[config.mk]
export PLATFORM = sky130hd
export DESIGN_NAME = ssi_pcm_port
export DESIGN_NICKNAME = d
export VERILOG_FILES = /design/src/rtl/ssi_pkg.sv /design/src/rtl/ssi_in_sync.sv /design/src/rtl/ssi_slot_fsm.sv /design/src/rtl/ssi_tx_shifter.sv /design/src/rtl/ssi_rx_shifter.sv /design/src/rtl/ssi_pcm_port.sv
export SDC_FILE = /design/constraint.sdc
export NUM_CORES = 1
export LEC_CHECK = 0
export BUFFER_PORTS_ARGS = -buffer_cell sky130_fd_sc_hd__buf_4
export CAP_MARGIN = 20
export CORE_MARGIN = 2
export CORE_UTILIZATION = 45
export CTS_BUF_LIST = sky130_fd_sc_hd__clkbuf_16
export DETAILED_ROUTE_END_ITERATION = 8
export PLACE_DENSITY_LB_ADDON = 0.08
export REMOVE_ABC_BUFFERS = 1
export SLEW_MARGIN = 20
export SYNTH_ARGS = -nofsm -noshare
export SYNTH_HDL_FRONTEND = slang
export SYNTH_SLANG_ARGS = --single-unit
[constraint.sdc]
create_clock -name clk -period 1.84 [get_ports clk]
set_input_delay 0.092 -clock clk [delete_from_list [all_inputs] [get_ports clk]]
set_output_delay 0.092 -clock clk [all_outputs]
set_load 0.01 [all_outputs]
[src/rtl/ssi_pkg.sv]
package ssi_pkg;

  localparam int SLOT_BITS = 8;

  localparam logic [SLOT_BITS-1:0] QUIET_MU = 8'h7F;
  localparam logic [SLOT_BITS-1:0] QUIET_A  = 8'h55;

  typedef enum logic [1:0] {
    SLOT_IDLE = 2'd0,
    SLOT_RUN  = 2'd1,
    SLOT_HOLD = 2'd2
  } slot_state_t;

  function automatic logic [SLOT_BITS-1:0] quiet_code(input logic law_a);
    return law_a ? QUIET_A : QUIET_MU;
  endfunction

endpackage

[src/rtl/ssi_in_sync.sv]
module ssi_in_sync #(
  parameter int STAGES = 2,
  parameter int WIDTH  = 3
) (
  input  logic             clk,
  input  logic             rst_n,
  input  logic [WIDTH-1:0] async_in,
  output logic [WIDTH-1:0] sync_out
);

  logic [WIDTH-1:0] stage_q [STAGES];

  for (genvar g = 0; g < STAGES; g++) begin : g_stage
    if (g == 0) begin : g_first
      always_ff @(posedge clk or negedge rst_n) begin
        if (!rst_n) stage_q[g] <= '0;
        else        stage_q[g] <= async_in;
      end
    end else begin : g_next
      always_ff @(posedge clk or negedge rst_n) begin
        if (!rst_n) stage_q[g] <= '0;
        else        stage_q[g] <= stage_q[g-1];
      end
    end
  end

  assign sync_out = stage_q[STAGES-1];

endmodule

[src/rtl/ssi_slot_fsm.sv]
module ssi_slot_fsm
  import ssi_pkg::*;
#(
  parameter int BITS = SLOT_BITS
) (
  input  logic clk,
  input  logic rst_n,
  input  logic bclk_rise,
  input  logic strb,
  output logic slot_start,
  output logic bit_edge,
  output logic slot_active,
  output logic frame_err
);

  localparam int CNT_W = $clog2(BITS + 1);
  localparam logic [CNT_W-1:0] CNT_FULL = CNT_W'(BITS);

  slot_state_t      state_q, state_d;
  logic [CNT_W-1:0] cnt_q, cnt_d;
  logic             err_q, err_d;

  always_comb begin
    state_d    = state_q;
    cnt_d      = cnt_q;
    err_d      = 1'b0;
    slot_start = 1'b0;
    bit_edge   = 1'b0;
    if (bclk_rise) begin
      unique case (state_q)
        SLOT_IDLE: begin
          if (strb) begin
            state_d    = SLOT_RUN;
            cnt_d      = CNT_W'(1);
            slot_start = 1'b1;
            bit_edge   = 1'b1;
          end
        end
        SLOT_RUN: begin
          if (strb) begin
            if (cnt_q == CNT_FULL) begin
              err_d   = 1'b1;
              state_d = SLOT_HOLD;
            end else begin
              cnt_d    = cnt_q + CNT_W'(1);
              bit_edge = 1'b1;
            end
          end else begin
            err_d   = (cnt_q != CNT_FULL);
            state_d = SLOT_IDLE;
          end
        end
        SLOT_HOLD: begin
          if (!strb) state_d = SLOT_IDLE;
        end
        default: state_d = SLOT_HOLD;
      endcase
    end
  end

  // Reset lands in HOLD so a strobe already high at release is not taken
  // as a slot opening.
  always_ff @(posedge clk or negedge rst_n) begin
    if (!rst_n) begin
      state_q <= SLOT_HOLD;
      cnt_q   <= '0;
      err_q   <= 1'b0;
    end else begin
      state_q <= state_d;
      cnt_q   <= cnt_d;
      err_q   <= err_d;
    end
  end

  assign slot_active = (state_q == SLOT_RUN);
  assign frame_err   = err_q;

endmodule

[src/rtl/ssi_tx_shifter.sv]
module ssi_tx_shifter
  import ssi_pkg::*;
#(
  parameter int BITS = SLOT_BITS
) (
  input  logic            clk,
  input  logic            rst_n,
  input  logic            slot_start,
  input  logic            bit_edge,
  input  logic [BITS-1:0] tx_data,
  input  logic            tx_mute,
  input  logic            law_sel,
  output logic            dout
);

  logic [BITS-1:0] sh_q, sh_d;
  logic            load_en, shift_en;

  assign load_en  = slot_start;
  assign shift_en = bit_edge & ~slot_start;

  always_comb begin
    sh_d = sh_q;
    if (load_en)       sh_d = tx_mute ? quiet_code(law_sel) : tx_data;
    else if (shift_en) sh_d = {sh_q[BITS-2:0], 1'b0};
  end

  always_ff @(posedge clk or negedge rst_n) begin
    if (!rst_n)                   sh_q <= '0;
    else if (load_en | shift_en)  sh_q <= sh_d;
  end

  assign dout = sh_q[BITS-1];

endmodule

[src/rtl/ssi_rx_shifter.sv]
module ssi_rx_shifter
  import ssi_pkg::*;
#(
  parameter int BITS       = SLOT_BITS,
  parameter int SAMPLE_DLY = 4
) (
  input  logic            clk,
  input  logic            rst_n,
  input  logic            use_mclk,
  input  logic            bclk_fall,
  input  logic            bit_edge,
  input  logic            slot_start,
  input  logic            slot_active,
  input  logic            din,
  input  logic            rx_mute,
  input  logic            law_sel,
  output logic [BITS-1:0] rx_data,
  output logic            rx_valid
);

  localparam int DLY_W = (SAMPLE_DLY > 1) ? $clog2(SAMPLE_DLY) : 1;
  localparam int CNT_W = $clog2(BITS + 1);
  localparam logic [CNT_W-1:0] CNT_LAST = CNT_W'(BITS - 1);

  logic [DLY_W-1:0] dly_q, dly_d;
  logic             run_q, run_d;
  logic             slow_tick, sample;

  logic [BITS-1:0]  sh_q, sh_d;
  logic [CNT_W-1:0] cnt_q, cnt_d;
  logic [BITS-1:0]  data_q, data_d;
  logic             valid_q, valid_d;
  logic [BITS-1:0]  shifted;

  // Master-clock sample timer: fires SAMPLE_DLY cycles after a bit edge.
  assign slow_tick = run_q & (dly_q == '0);

  always_comb begin
    dly_d = dly_q;
    run_d = run_q;
    if (bit_edge) begin
      dly_d = DLY_W'(SAMPLE_DLY - 1);
      run_d = 1'b1;
    end else if (run_q) begin
      if (dly_q == '0) run_d = 1'b0;
      else             dly_d = dly_q - DLY_W'(1);
    end
  end

  always_ff @(posedge clk or negedge rst_n) begin
    if (!rst_n) begin
      dly_q <= '0;
      run_q <= 1'b0;
    end else begin
      dly_q <= dly_d;
      run_q <= run_d;
    end
  end

  assign sample  = slot_active & (use_mclk ? slow_tick : bclk_fall);
  assign shifted = {sh_q[BITS-2:0], din};

  always_comb begin
    sh_d    = sh_q;
    cnt_d   = cnt_q;
    data_d  = data_q;
    valid_d = 1'b0;
    if (slot_start) begin
      cnt_d = '0;
    end else if (sample && (cnt_q <= CNT_LAST)) begin
      sh_d  = shifted;
      cnt_d = cnt_q + CNT_W'(1);
      if (cnt_q == CNT_LAST) begin
        valid_d = 1'b1;
        data_d  = rx_mute ? quiet_code(law_sel) : shifted;
      end
    end
  end

  always_ff @(posedge clk or negedge rst_n) begin
    if (!rst_n) begin
      sh_q    <= '0;
      cnt_q   <= '0;
      data_q  <= '0;
      valid_q <= 1'b0;
    end else begin
      sh_q    <= sh_d;
      cnt_q   <= cnt_d;
      valid_q <= valid_d;
      if (valid_d) data_q <= data_d;
    end
  end

  assign rx_data  = data_q;
  assign rx_valid = valid_q;

endmodule

[src/rtl/ssi_pcm_port.sv]
module ssi_pcm_port
  import ssi_pkg::*;
#(
  parameter int SYNC_STAGES = 2,
  parameter int SAMPLE_DLY  = 4
) (
  input  logic                 clk,
  input  logic                 rst_n,
  input  logic                 bclk,
  input  logic                 strobe,
  input  logic                 din,
  output logic                 dout,
  output logic                 dout_oe,
  input  logic [SLOT_BITS-1:0] tx_data,
  input  logic                 tx_mute,
  input  logic                 rx_mute,
  input  logic                 law_sel,
  input  logic                 use_mclk,
  output logic [SLOT_BITS-1:0] rx_data,
  output logic                 rx_valid,
  output logic                 frame_err
);

  localparam int SER_W = 3;

  logic [1:0]       rst_pipe_q;
  logic             rst_n_i;
  logic [SER_W-1:0] ser_sync;
  logic             bclk_s, strb_s, din_s, bclk_q;
  logic             bclk_rise, bclk_fall;
  logic             slot_start, bit_edge, slot_active;

  // Reset asserts at once and leaves on a clock edge.
  always_ff @(posedge clk or negedge rst_n) begin
    if (!rst_n) rst_pipe_q <= '0;
    else        rst_pipe_q <= {rst_pipe_q[0], 1'b1};
  end
  assign rst_n_i = rst_pipe_q[1];

  // Bit clock, strobe and data share one synchronizer so they stay aligned.
  ssi_in_sync #(
    .STAGES (SYNC_STAGES),
    .WIDTH  (SER_W)
  ) u_sync (
    .clk      (clk),
    .rst_n    (rst_n_i),
    .async_in ({bclk, strobe, din}),
    .sync_out (ser_sync)
  );

  assign {bclk_s, strb_s, din_s} = ser_sync;

  always_ff @(posedge clk or negedge rst_n_i) begin
    if (!rst_n_i) bclk_q <= 1'b0;
    else          bclk_q <= bclk_s;
  end

  assign bclk_rise = bclk_s & ~bclk_q;
  assign bclk_fall = ~bclk_s & bclk_q;

  ssi_slot_fsm #(
    .BITS (SLOT_BITS)
  ) u_fsm (
    .clk         (clk),
    .rst_n       (rst_n_i),
    .bclk_rise   (bclk_rise),
    .strb        (strb_s),
    .slot_start  (slot_start),
    .bit_edge    (bit_edge),
    .slot_active (slot_active),
    .frame_err   (frame_err)
  );

  ssi_tx_shifter #(
    .BITS (SLOT_BITS)
  ) u_tx (
    .clk        (clk),
    .rst_n      (rst_n_i),
    .slot_start (slot_start),
    .bit_edge   (bit_edge),
    .tx_data    (tx_data),
    .tx_mute    (tx_mute),
    .law_sel    (law_sel),
    .dout       (dout)
  );

  ssi_rx_shifter #(
    .BITS       (SLOT_BITS),
    .SAMPLE_DLY (SAMPLE_DLY)
  ) u_rx (
    .clk         (clk),
    .rst_n       (rst_n_i),
    .use_mclk    (use_mclk),
    .bclk_fall   (bclk_fall),
    .bit_edge    (bit_edge),
    .slot_start  (slot_start),
    .slot_active (slot_active),
    .din         (din_s),
    .rx_mute     (rx_mute),
    .law_sel     (law_sel),
    .rx_data     (rx_data),
    .rx_valid    (rx_valid)
  );

  assign dout_oe = slot_active;

endmodule

==> results of run 1 <==
stage by stage:
stage	setup TNS (ns)	cells	util (%)	area [um2]	setup slack, ns
after floorplan	-0.135	171	-	1970	-0.135
after global placement	0	261	54.1	2340	0.000577
after detailed placement	-0.352	261	54.1	2340	-0.0701
after CTS	0	275	59.4	2570	0.00109
after global routing	-0.100	278	61.3	2650	-0.0279
final	0	278	61.3	2650	0.0774
final timing paths:
kind / to / cells after the start
setup / recovery: u_rx.rx_data[7] / 5
hold / removal: u_tx.sh_q[6] / 3
setup reg to reg: u_rx.rx_data[7] / 5
hold reg to reg: u_fsm.cnt_q[3] / 0
max in group asynchronous: u_sync.stage_q[5] / 1
min in group asynchronous: rst_pipe_q[1] / 2
power groups by stage:
stage                     combinational, mW  sequential [mW]  clock (mW)
final                                 0.755             1.49       0.995
after global routing                  0.851             1.52        1.06
after CTS                             0.689             1.46        1.02
after detailed placement              0.667             1.48           0
after global placement                0.625             1.46           0
after floorplan                       0.432             1.45           0
area by class of cell:
class / instances / area (um2)
fill: 371 / 1670
sequential: 47 / 1180
multi-input combinational: 111 / 820
timing repair buffer: 47 / 375
clock buffer: 5 / 125
tap: 52 / 65.1
inverter: 13 / 48.8
clock inverter: 3 / 38.8
Yosys cell counts (all sizes together) (2+ instances only):
| cell type | number | area, um2 |
|---|---|---|
| dfrtp | 46 | 1150 |
| nor2 | 16 | 60.1 |
| a21oi | 14 | 77.6 |
| inv | 13 | 48.8 |
| nand2 | 12 | 45.0 |
| o21ai | 11 | 55.1 |
| mux2 | 7 | 78.8 |
| ha | 5 | 62.6 |
| mux2i | 5 | 50.1 |
| nand3 | 5 | 25.0 |
| a22oi | 4 | 30.0 |
| buf | 3 | 27.5 |
| nand2b | 3 | 18.8 |
| a211oi | 2 | 15.0 |
| a21o | 2 | 15.0 |
| a22o | 2 | 17.5 |
| and3 | 2 | 12.5 |
| clkbuf | 2 | 7.51 |
| o31ai | 2 | 15.0 |
worst min-delay path: stages:
cell and delay [ns]:
buf_4 0.08, o21ai_0 0.06, nand2_1 0.06
kinds of logic (layout without fill, tap and decap cells):
family	count (synthesis)	count (layout)	share of synthesized area (%)
other cells	1	1	0.187
simple gates	48	48	12.1
fa+ha+maj	5	5	3.12
flops	47	47	58.6
buf+inv	18	68	4.17
compound gates	44	44	15.0
xor+xnor	1	1	0.436
mux	12	12	6.42
registers in the layout, summed over array words and instances, names as in the netlist, 3 cells and up:
name and count:
u_fsm.cnt_q 4, u_rx.cnt_q 4, u_rx.rx_data 8, u_rx.sh_q 7, u_sync.stage_q 3, u_sync.sync_out 3
u_tx.sh_q 8
repair_timing:
action / 4_1_cts / 5_1_grt
pin swaps: 1 / 11
endpoints found under the setup margin: 12 / 14
hold buffers: 4 / 0
hold endpoints to repair: 5 / 0
setup buffers: 2 / 3
gates resized for setup: 3 / 15
routing by layer:
| layer | vias to the layer above | share of wire [%] | GRT usage, % |
|---|---|---|---|
| met4 | 0 | 1.5 | 6.92 |
| met2 | 30 | 51 | 30.1 |
| met1 | 739 | 43 | 20.1 |
| met3 | 6 | 3.9 | 4.56 |
| li1 | 710 | - | - |
| met5 | - | 0 | 0 |
==> metrics.md, run 1 <==
| Metric | Value |
|---|---|
| CTS Buf Count | 5 |
| Initial antenna violation count | 0 |
| Syn Area/Cell | 11.4 um2 |
| Sink Count | 47 |
| First-pass GRT wire length | 6800 um |
| Sw frac | 28.0% |
| Clock-pin slew on the worst setup and hold paths | 0.06 ns |
| Worst reg2reg path startpoint | u_sync.sync_out[2] |
| CP required | 2.01 ns |
| WL per Instance | 14.2 um |
| RSZ-0062 raised after global routing | true |
| Die ar. | 5010 um2 |
| Post-synthesis cell area | 2010 um2 |
| Critical Path Sink Type | register |
| Post-synth cell types | 41 |
| Detailed Place HPWL | 2830 um |
| Pwr per Cell Area | 1220 nW/um2 |
| Max stage delay on crit path | 0.41 ns |
| Register-to-register setup slack | 0.08 ns |
| Seq/Total Area, Yosys | 58.6% |
| CORE AREA | 4320 um2 |
| Hold Slack | 0.0333 ns |
| EDFF count, synth | 0 |
| Clk_lat worst skew | 0.28 ns |
| Critical Path Fanout Max | 4 |
| CTS tree | done |
| GR Util All Layers | 17.2% |
| Nets | 247 |
| Setup CP Type | reg -> reg |
| Clock skew | 0.00544 ns |
| Initial Util | 46.4% |
| Worst Setup Start Kind | register |
| Max transition margin | 66.5% |
| Layout cells sized above 1 | 34.5% |
| Sequential Power Share | 45.9% |
| P_leak | 1.28 nW |
| Via count | 1485 |
| Final setup viols | 0 |
| Initial DRC count | 70 |
| Grt total ovfl | 0 |
| CP Launch Point | u_sync.sync_out[2] |
| Die height | 70.8 um |
| Tot Pwr | 3.24 mW |
| Critical path's slowest cell | dfrtp_1 |
| H-tree Lvls | 2 |
| Hold Path Class | in -> reg |
| Min cycle time layout | 1.76 ns |
| Most common cell after layout, fill and taps aside | dfrtp_1 |
| CTS max path bufs | 2 |
| Pre-Repair DR Iteration Count | 4 |
| I/O Pins | 29 |
| WL final | 3940 um |
| Maxcap violations | 0 |
| Area growth from synthesis to layout | 32.0% |
| DRC viols | 0 |
| Std-Cell Rows | 24 |
| Vias in the first global route | 1588 |
| CP bufs+invs | 1 |
| Chip width | 70.8 um |
| Synth Flop Type | dfrtp_1 |
| Async set-reset flop share out of synthesis | 100% |
| Yosys warnings | 0 |
| PortBufs | 28 |
| Internal | 2.33 mW |
| Post-DRT Antenna Nets | 0 |
| Clk pwr share | 30.8% |
| NetSw | 907 uW |
| Largest net degree at the start of global routing | 27 |
| Final GP Congestion | 0.733 |
| Status | finished, final reports clean |
| Cells along the critical path | or3b_4 > a2111oi_4 > buf_4 > nor2b_1 > a31o_2 |
| Combinational share of power | 23.3% |
| Achievable frequency | 0.567 GHz |
| Mapped Cells | 176 |
| Final Hold Viols | 0 |
| Crit share post-route | 95.8% |
| Delay-heaviest family, CP | compound AO/OA/AOI/OAI gates |
| Least-Margin Pin Slew | 0.498 ns |
| Antenna cells | 0 |
| Most frequent cells in the layout | dfrtp_1, buf_4, nor2_1 |
| Number of max-slew violations in the final report | 0 |
| Peak supply drop | 531 uV |
| Seq cells post-synth | 47 |
| CP arrival | 1.94 ns |
| HP Start | tx_data[6] |
| Clock root buffer master | clkbuf_16 |
| Routed vias/inst | 5.34 |
Power figures use the tool's default switching activity.
==> inputs of run 2 (changes only) <==
CORE_UTILIZATION = 56   (was 45)
SETUP_SLACK_MARGIN = 0.5   (was not set)
==> run 2 against run 1 <==
The run now ends with setup timing left. Critical path type unchanged. Non-clock buffer count rose by 9. Sequential share of layout area fell by 5.0 points. Sequential power barely moved. Utilization rose by 27 points. Combinational power rose by 36%. Via count rose by 11%. Clock skew rose by 0.0029 ns. Setup slack got worse by 0.081 ns. Clock-buffer cell count did not move. First-iteration DRC count rose by 140%.
==> metrics.md, run 2 (same netlist as run 1, synthesis figures left out) <==
| Metric | Value |
|---|---|
| Status | finished, violations left |
| Failing checks | setup timing |
| Std-Cell Rows | 21 (-13%) |
| Post-DRT Antenna Nets | 0 (unchanged) |
| HP Start | tx_data[6] |
| Initial antenna violation count | 0 (unchanged) |
| Hold Slack | 0.0283 ns (-0.00496 ns) |
| Combinational share of power | 27.8% (+4.5 points) |
| Worst reg2reg path startpoint | u_fsm.cnt_q[0] |
| Clk_lat worst skew | 0.29 ns (about the same) |
| Setup CP Type | reg -> reg |
| Sw frac | 30.2% (+2.2 points) |
| I/O Pins | 29 (unchanged) |
| Final setup viols | 1 (+1) |
| CTS tree | done |
| Grt total ovfl | 0 (unchanged) |
| Min cycle time layout | 1.84 ns (+0.0815 ns) |
| Hold Path Class | in -> reg |
| H-tree Lvls | 2 (unchanged) |
| RSZ-0062 raised after global routing | true |
| Nets | 257 (+4.0%) |
| Critical Path Sink Type | register |
| Sequential Power Share | 41.0% (-4.9 points) |
| DRC viols | 0 (unchanged) |
| Cells along the critical path | inv_2 > ha_4 > nand2_4 > nor2_4 > inv_2 > ha_4 > mux2i_1 > or3_4 > a22oi_2 > o21ai_1 |
| Peak supply drop | 1120 uV (+110%) |
| Max transition margin | 63.0% (-3.5 points) |
| Antenna cells | 0 (unchanged) |
| Area growth from synthesis to layout | 48.7% |
| WL final | 5690 um (+44%) |
| CP Launch Point | u_fsm.cnt_q[0] |
| Worst Setup Start Kind | register |
| Min-Delay Endpoint | u_tx.sh_q[6] |
| Clock root buffer master | clkbuf_16 |
| Register-to-register setup slack | -0.004 ns (-0.08 ns) |
| P_leak | 1.41 nW (+10%) |
| Max stage delay on crit path | 0.44 ns (+0.03 ns) |
| Post-route insts no fill | 282 (+1.4%) |
| Pre-CTS worst setup slack | -0.0412 ns (+0.0289 ns) |
| Final GP Congestion | 0.804 (+9.8%) |
| Vias in the first global route | 1701 (+7.1%) |
| CP required | 2.01 ns (about the same) |
| CTS Buf Count | 5 (unchanged) |
| Achievable frequency | 0.542 GHz (-4.4%) |
| Clock skew | 0.00832 ns (+0.00288 ns) |
| Most frequent cells in the layout | dfrtp_1, buf_4, nand2_1 |
| CP arrival | 2.01 ns (+0.07 ns) |
| Chip width | 63.9 um (-9.8%) |
| Clk pwr share | 31.2% (+0.4 points) |
| Critical Path Fanout Max | 7 (+3) |
| NetSw | 1.12 mW (+24%) |
| GR Util All Layers | 27.6% (+10 points) |
| Crit share post-route | 100% (+4.4 points) |
| Initial DRC count | 168 (+140%) |
| Initial Util | 59.2% (+13 points) |
| Filler cell count | 132 (-64%) |
| Delay-heaviest family, CP | simple AND/OR/NAND/NOR gates |
| Detailed Place HPWL | 2870 um (+1.7%) |
| Placed Area | 2320 um2 (-0.54%) |
| Placed insts | 256 (-1.9%) |
| Hold depth | 3 (unchanged) |
| CTS max path bufs | 2 (unchanged) |
| Finished layout cell area | 2990 um2 (+13%) |
| Least-Margin Pin Slew | 0.555 ns (+0.0565 ns) |
| PortBufs | 28 (unchanged) |
| Die ar. | 4080 um2 (-19%) |
| CORE AREA | 3390 um2 (-22%) |
| WL per Instance | 20.2 um (+42%) |
| Maxcap violations | 0 (unchanged) |
| Via count | 1648 (+11%) |
| Largest net degree at the start of global routing | 46 (+70%) |
| Final worst setup slack | -0.00404 ns (-0.0815 ns) |
| Pre-Repair DR Iteration Count | 4 (unchanged) |
| Die height | 63.9 um (-9.8%) |
| CP bufs+invs | 2 (+1) |
| Final Hold Viols | 0 (unchanged) |
| Critical path's slowest cell | or3_4 |
| FF-to-FF End | u_tx.sh_q[5] |
| Pwr per Cell Area | 1240 nW/um2 (+1.9%) |
| Layout cells sized above 1 | 49.2% (+15 points) |
| Routed vias/inst | 5.84 (+9.4%) |
| First-pass GRT wire length | 8320 um (+22%) |
| Setup TNS | -0.00404 ns (-0.00404 ns) |
| Number of max-slew violations in the final report | 0 (unchanged) |
| Clock-pin slew on the worst setup and hold paths | 0.06 ns (about the same) |
| Internal | 2.59 mW (+11%) |
| R2R depth | 10 (+5) |
| Sink Count | 47 (unchanged) |
==> run 2: changes by cell type in the layout (fill, tap and decap cells not counted), moves of 4 or more <==
cell	delta
nor2_1	-7
a21oi_1	-5
o21ai_0	-4
buf_6	+5
a21oi_2	+5
mux2_2	-7
mux2_4	+7
nor2_4	+7
==> run 2: layer usage <==
layer	vias up	share of wire (%)	GRT usage [%]
met5	-	0	0
met4	0	3.3	11.4
met3	17	5.1	6.69
met2	67	54	49.9
met1	830	38	30.9
li1	734	-	-
==> run 2: what timing repair did <==
item / in CTS / in global routing
gates resized for setup: 45 / 39
hold buffers: 4 / 0
setup buffers: 12 / 1
endpoints found under the setup margin: 36 / 38
gates cloned: 1 / 0
pin swaps: 22 / 7
hold endpoints to repair: 5 / 0
==> run 2: worst max-delay path by stage <==
stage / end / slack [ns] / depth (start not counted)
6_report: u_tx.sh_q[5] / -0.004 / 10
3_3_place_gp: u_tx.sh_q[5] / 0.03 / 10
5_1_grt: u_tx.sh_q[5] / -0.05 / 10
3_5_place_dp: u_tx.sh_q[5] / -0.04 / 10
4_1_cts: u_tx.sh_q[4] / 0.09 / 10
2_1_floorplan: u_rx.rx_data[7] / -0.14 / 4
==> run 2: cell type report <==
class | count | area, um2 | share of cell area (%)
multi-input combinational | 112 | 1040 | 34.9
clock inverter | 3 | 63.8 | 2.14
sequential | 47 | 1180 | 39.5
clock buffer | 5 | 125 | 4.19
timing repair buffer | 56 | 469 | 15.7
inverter | 13 | 51.3 | 1.72
tap | 46 | 57.6 | 1.93
==> run 2: through the flow <==
stage                     utilization [%]  power [mW]
after CTS                            83.3        3.52
after detailed placement             68.6        2.13
after global placement               68.6        2.07
final                                88.1        3.72
after global routing                 88.1        3.87
after floorplan                         -        1.88
==> run 2: power by group through the flow <==
stage | registers (mW) | logic (mW) | clock network [mW]
floorplan | 1.45 | 0.432 | 0
global placement | 1.45 | 0.617 | 0
detailed placement | 1.47 | 0.666 | 0
CTS | 1.48 | 0.888 | 1.15
global route | 1.54 | 1.11 | 1.22
finish | 1.52 | 1.03 | 1.16
==> run 2: worst min-delay path, stage by stage <==
cell and delay (ns):
buf_4 0.07, o21ai_0 0.06, nand2_1 0.06
==> inputs of run 3 (changes only) <==
CORE_UTILIZATION = 55   (was 56)
==> run 3 against run 2 <==
The flow still finishes with violations (setup timing). Global-route usage fell by 5.3 points. Non-clock buffer count rose by 3. Clock-buffer cell count did not move. Sequential share of layout area rose by 0.86 points. Via count rose by 1.7%. Maximum frequency fell by 0.24%. Die area rose by 1.7%. Cell area fell by 2.1%. Setup slack got worse by 0.0045 ns. Combinational power barely moved. Flip-flop and latch count did not move. Critical endpoint is now u_tx.sh_q[2].
==> metrics.md, run 3 (same netlist as run 1, synthesis figures left out) <==
| Metric | Value |
|---|---|
| CP required | 2.00 ns (about the same) |
| R2R depth | 10 (unchanged) |
| Number of max-slew violations in the final report | 0 (unchanged) |
| Clk pwr share | 31.2% (about the same) |
| Internal | 2.59 mW (about the same) |
| PortBufs | 28 (unchanged) |
| P_leak | 1.37 nW (-3.2%) |
| Die height | 64.4 um (+0.85%) |
| Chip width | 64.4 um (+0.85%) |
| Achievable frequency | 0.541 GHz (-0.24%) |
| Pre-Repair DR Iteration Count | 4 (unchanged) |
| Layout cells sized above 1 | 48.5% (-0.62 points) |
| First-pass GRT wire length | 7160 um (-14%) |
| NetSw | 1.08 mW (-4.3%) |
| Min cycle time layout | 1.85 ns (+0.00446 ns) |
| Max stage delay on crit path | 0.40 ns (-0.04 ns) |
| Area growth from synthesis to layout | 45.5% |
| Least-Margin Pin Slew | 0.552 ns (-0.00290 ns) |
| CTS max path bufs | 2 (unchanged) |
| Post-DRT Antenna Nets | 0 (unchanged) |
| FF-to-FF End | u_tx.sh_q[2] |
| Critical Path Fanout Max | 7 (unchanged) |
| Critical path's slowest cell | or3_4 |
| Peak supply drop | 779 uV (-31%) |
| Most common cell after layout, fill and taps aside | buf_4 |
| Setup CP Type | reg -> reg |
| Sink Count | 47 (unchanged) |
| Critical Path Sink Type | register |
| Cells along the critical path | inv_2 > ha_4 > nand2_4 > nor2_4 > inv_2 > ha_4 > mux2i_2 > or3_4 > a22oi_2 > nand2_1 |
| Final GP Congestion | 0.794 (-1.2%) |
| CP arrival | 2.00 ns (about the same) |
| Hold Path Class | in -> reg |
| Via count | 1676 (+1.7%) |
| GR Util All Layers | 22.4% (-5.3 points) |
| Worst Setup Start Kind | register |
| CTS Buf Count | 5 (unchanged) |
| WL final | 5330 um (-6.3%) |
| DRC viols | 0 (unchanged) |
| Final worst setup slack | -0.00850 ns (-0.00446 ns) |
| Worst reg2reg path startpoint | u_fsm.cnt_q[0] |
| Vias in the first global route | 1582 (-7.0%) |
| Std-Cell Rows | 21 (unchanged) |
| Sw frac | 29.3% (-0.91 points) |
| Clock-pin slew on the worst setup and hold paths | 0.06 ns (about the same) |
| Levels on crit path | 10 (unchanged) |
| Clk_lat worst skew | 0.28 ns (about the same) |
| Placed insts | 256 (unchanged) |
| CP Capture Point | u_tx.sh_q[2] |
| Post-route insts no fill | 285 (+1.1%) |
| Nets | 260 (+1.2%) |
| RSZ-0062 raised after global routing | true |
| CP bufs+invs | 2 (unchanged) |
| Initial DRC count | 139 (-17%) |
| Failing checks | setup timing |
| Status | finished, violations left |
| Routed vias/inst | 5.88 (+0.63%) |
| CP Launch Point | u_fsm.cnt_q[0] |
| Largest net degree at the start of global routing | 46 (unchanged) |
| Delay-heaviest family, CP | simple AND/OR/NAND/NOR gates |
| Die ar. | 4150 um2 (+1.7%) |
| Register-to-register setup slack | -0.009 ns (about the same) |
| Grt total ovfl | 0 (unchanged) |
| Hold depth | 3 (unchanged) |
| Most frequent cells in the layout | buf_4, dfrtp_1, nand2_1 |
| Hold Slack | 0.0308 ns (+0.00253 ns) |
| Clock skew | 0.00341 ns (-0.00492 ns) |
| Maxcap violations | 0 (unchanged) |
| Setup TNS | -0.00850 ns (-0.00446 ns) |
| Final setup viols | 1 (unchanged) |
| Max transition margin | 63.2% (+0.19 points) |
| H-tree Lvls | 2 (unchanged) |
| Pwr per Cell Area | 1250 nW/um2 (+0.87%) |
| Clock root buffer master | clkbuf_16 |
| Detailed Place HPWL | 2550 um (-11%) |
| CTS tree | done |
| Final Hold Viols | 0 (unchanged) |
| WL per Instance | 18.7 um (-7.3%) |
| Pre-CTS worst setup slack | -0.0317 ns (+0.00950 ns) |
| Antenna cells | 0 (unchanged) |
| Initial Util | 58.8% (-0.46 points) |
| Sequential Power Share | 41.2% (+0.2 points) |
| Crit share post-route | 100% (+0.24 points) |
| CORE AREA | 3420 um2 (+0.78%) |
| I/O Pins | 29 (unchanged) |
| Initial antenna violation count | 0 (unchanged) |
| Combinational share of power | 27.6% (-0.2 points) |
==> run 3: changes by cell type in the layout (fill, tap and decap cells not counted), sizes merged <==
cell / previous run / this run
inv: 14 / 13
clkinvlp: 0 / 1
buf: 52 / 55
==> run 3: through the flow <==
step | power, mW | utilization, % | cell area (um2)
3_5_place_dp | 2.12 | 68.1 | 2320
5_1_grt | 3.83 | 85.6 | 2920
6_report | 3.67 | 85.6 | 2920
2_1_floorplan | 1.88 | - | 1970
4_1_cts | 3.41 | 79.4 | 2710
3_3_place_gp | 2.07 | 68.1 | 2320
==> run 3: worst min-delay path: stages <==
cell and delay (ns):
buf_4 0.07, o21ai_0 0.06, nand2_1 0.06
==> run 3: power by group through the flow <==
| stage | logic, mW | clock network, mW | registers (mW) |
|---|---|---|---|
| after floorplan | 0.432 | 0 | 1.45 |
| after global placement | 0.612 | 0 | 1.45 |
| after detailed placement | 0.652 | 0 | 1.47 |
| after CTS | 0.780 | 1.15 | 1.48 |
| after global routing | 1.10 | 1.20 | 1.53 |
| final | 1.01 | 1.14 | 1.51 |
==> run 3: how the worst min path moves through the flow <==
stage,from,to
floorplan,rst_n,rst_pipe_q[0]
global placement,rst_n,rst_pipe_q[0]
detailed placement,rst_n,rst_pipe_q[0]
CTS,tx_data[4],u_tx.sh_q[4]
global route,tx_data[4],u_tx.sh_q[4]
finish,tx_data[4],u_tx.sh_q[4]
==> run 3: routing by layer <==
| layer | wire length (um) | vias to the layer above | GRT usage (%) |
|---|---|---|---|
| li1 | - | 743 | - |
| met5 | 0 | - | 0 |
| met3 | 211 | 20 | 4.86 |
| met2 | 2980 | 68 | 41.9 |
| met1 | 1970 | 845 | 26.2 |
| met4 | 167 | 0 | 4.79 |
==> run 3: layout make-up <==
type / instances / area (um2)
well taps: 46 / 57.6
clock buffers: 5 / 125
inverters: 13 / 51.3
flip-flops and latches: 47 / 1180
multi-input cells: 112 / 967
clock inverters: 3 / 67.6
repair buffers: 59 / 475
fillers: 172 / 493
==> run 3: timing repair <==
item / CTS / global route
gates resized for setup: 27 / 36
buffers inserted: 6 / 10
hold buffers: 4 / 0
endpoints found under the hold margin: 5 / 0
endpoints found under the setup margin: 36 / 38
cloned: 1 / 0
pin swaps: 20 / 12
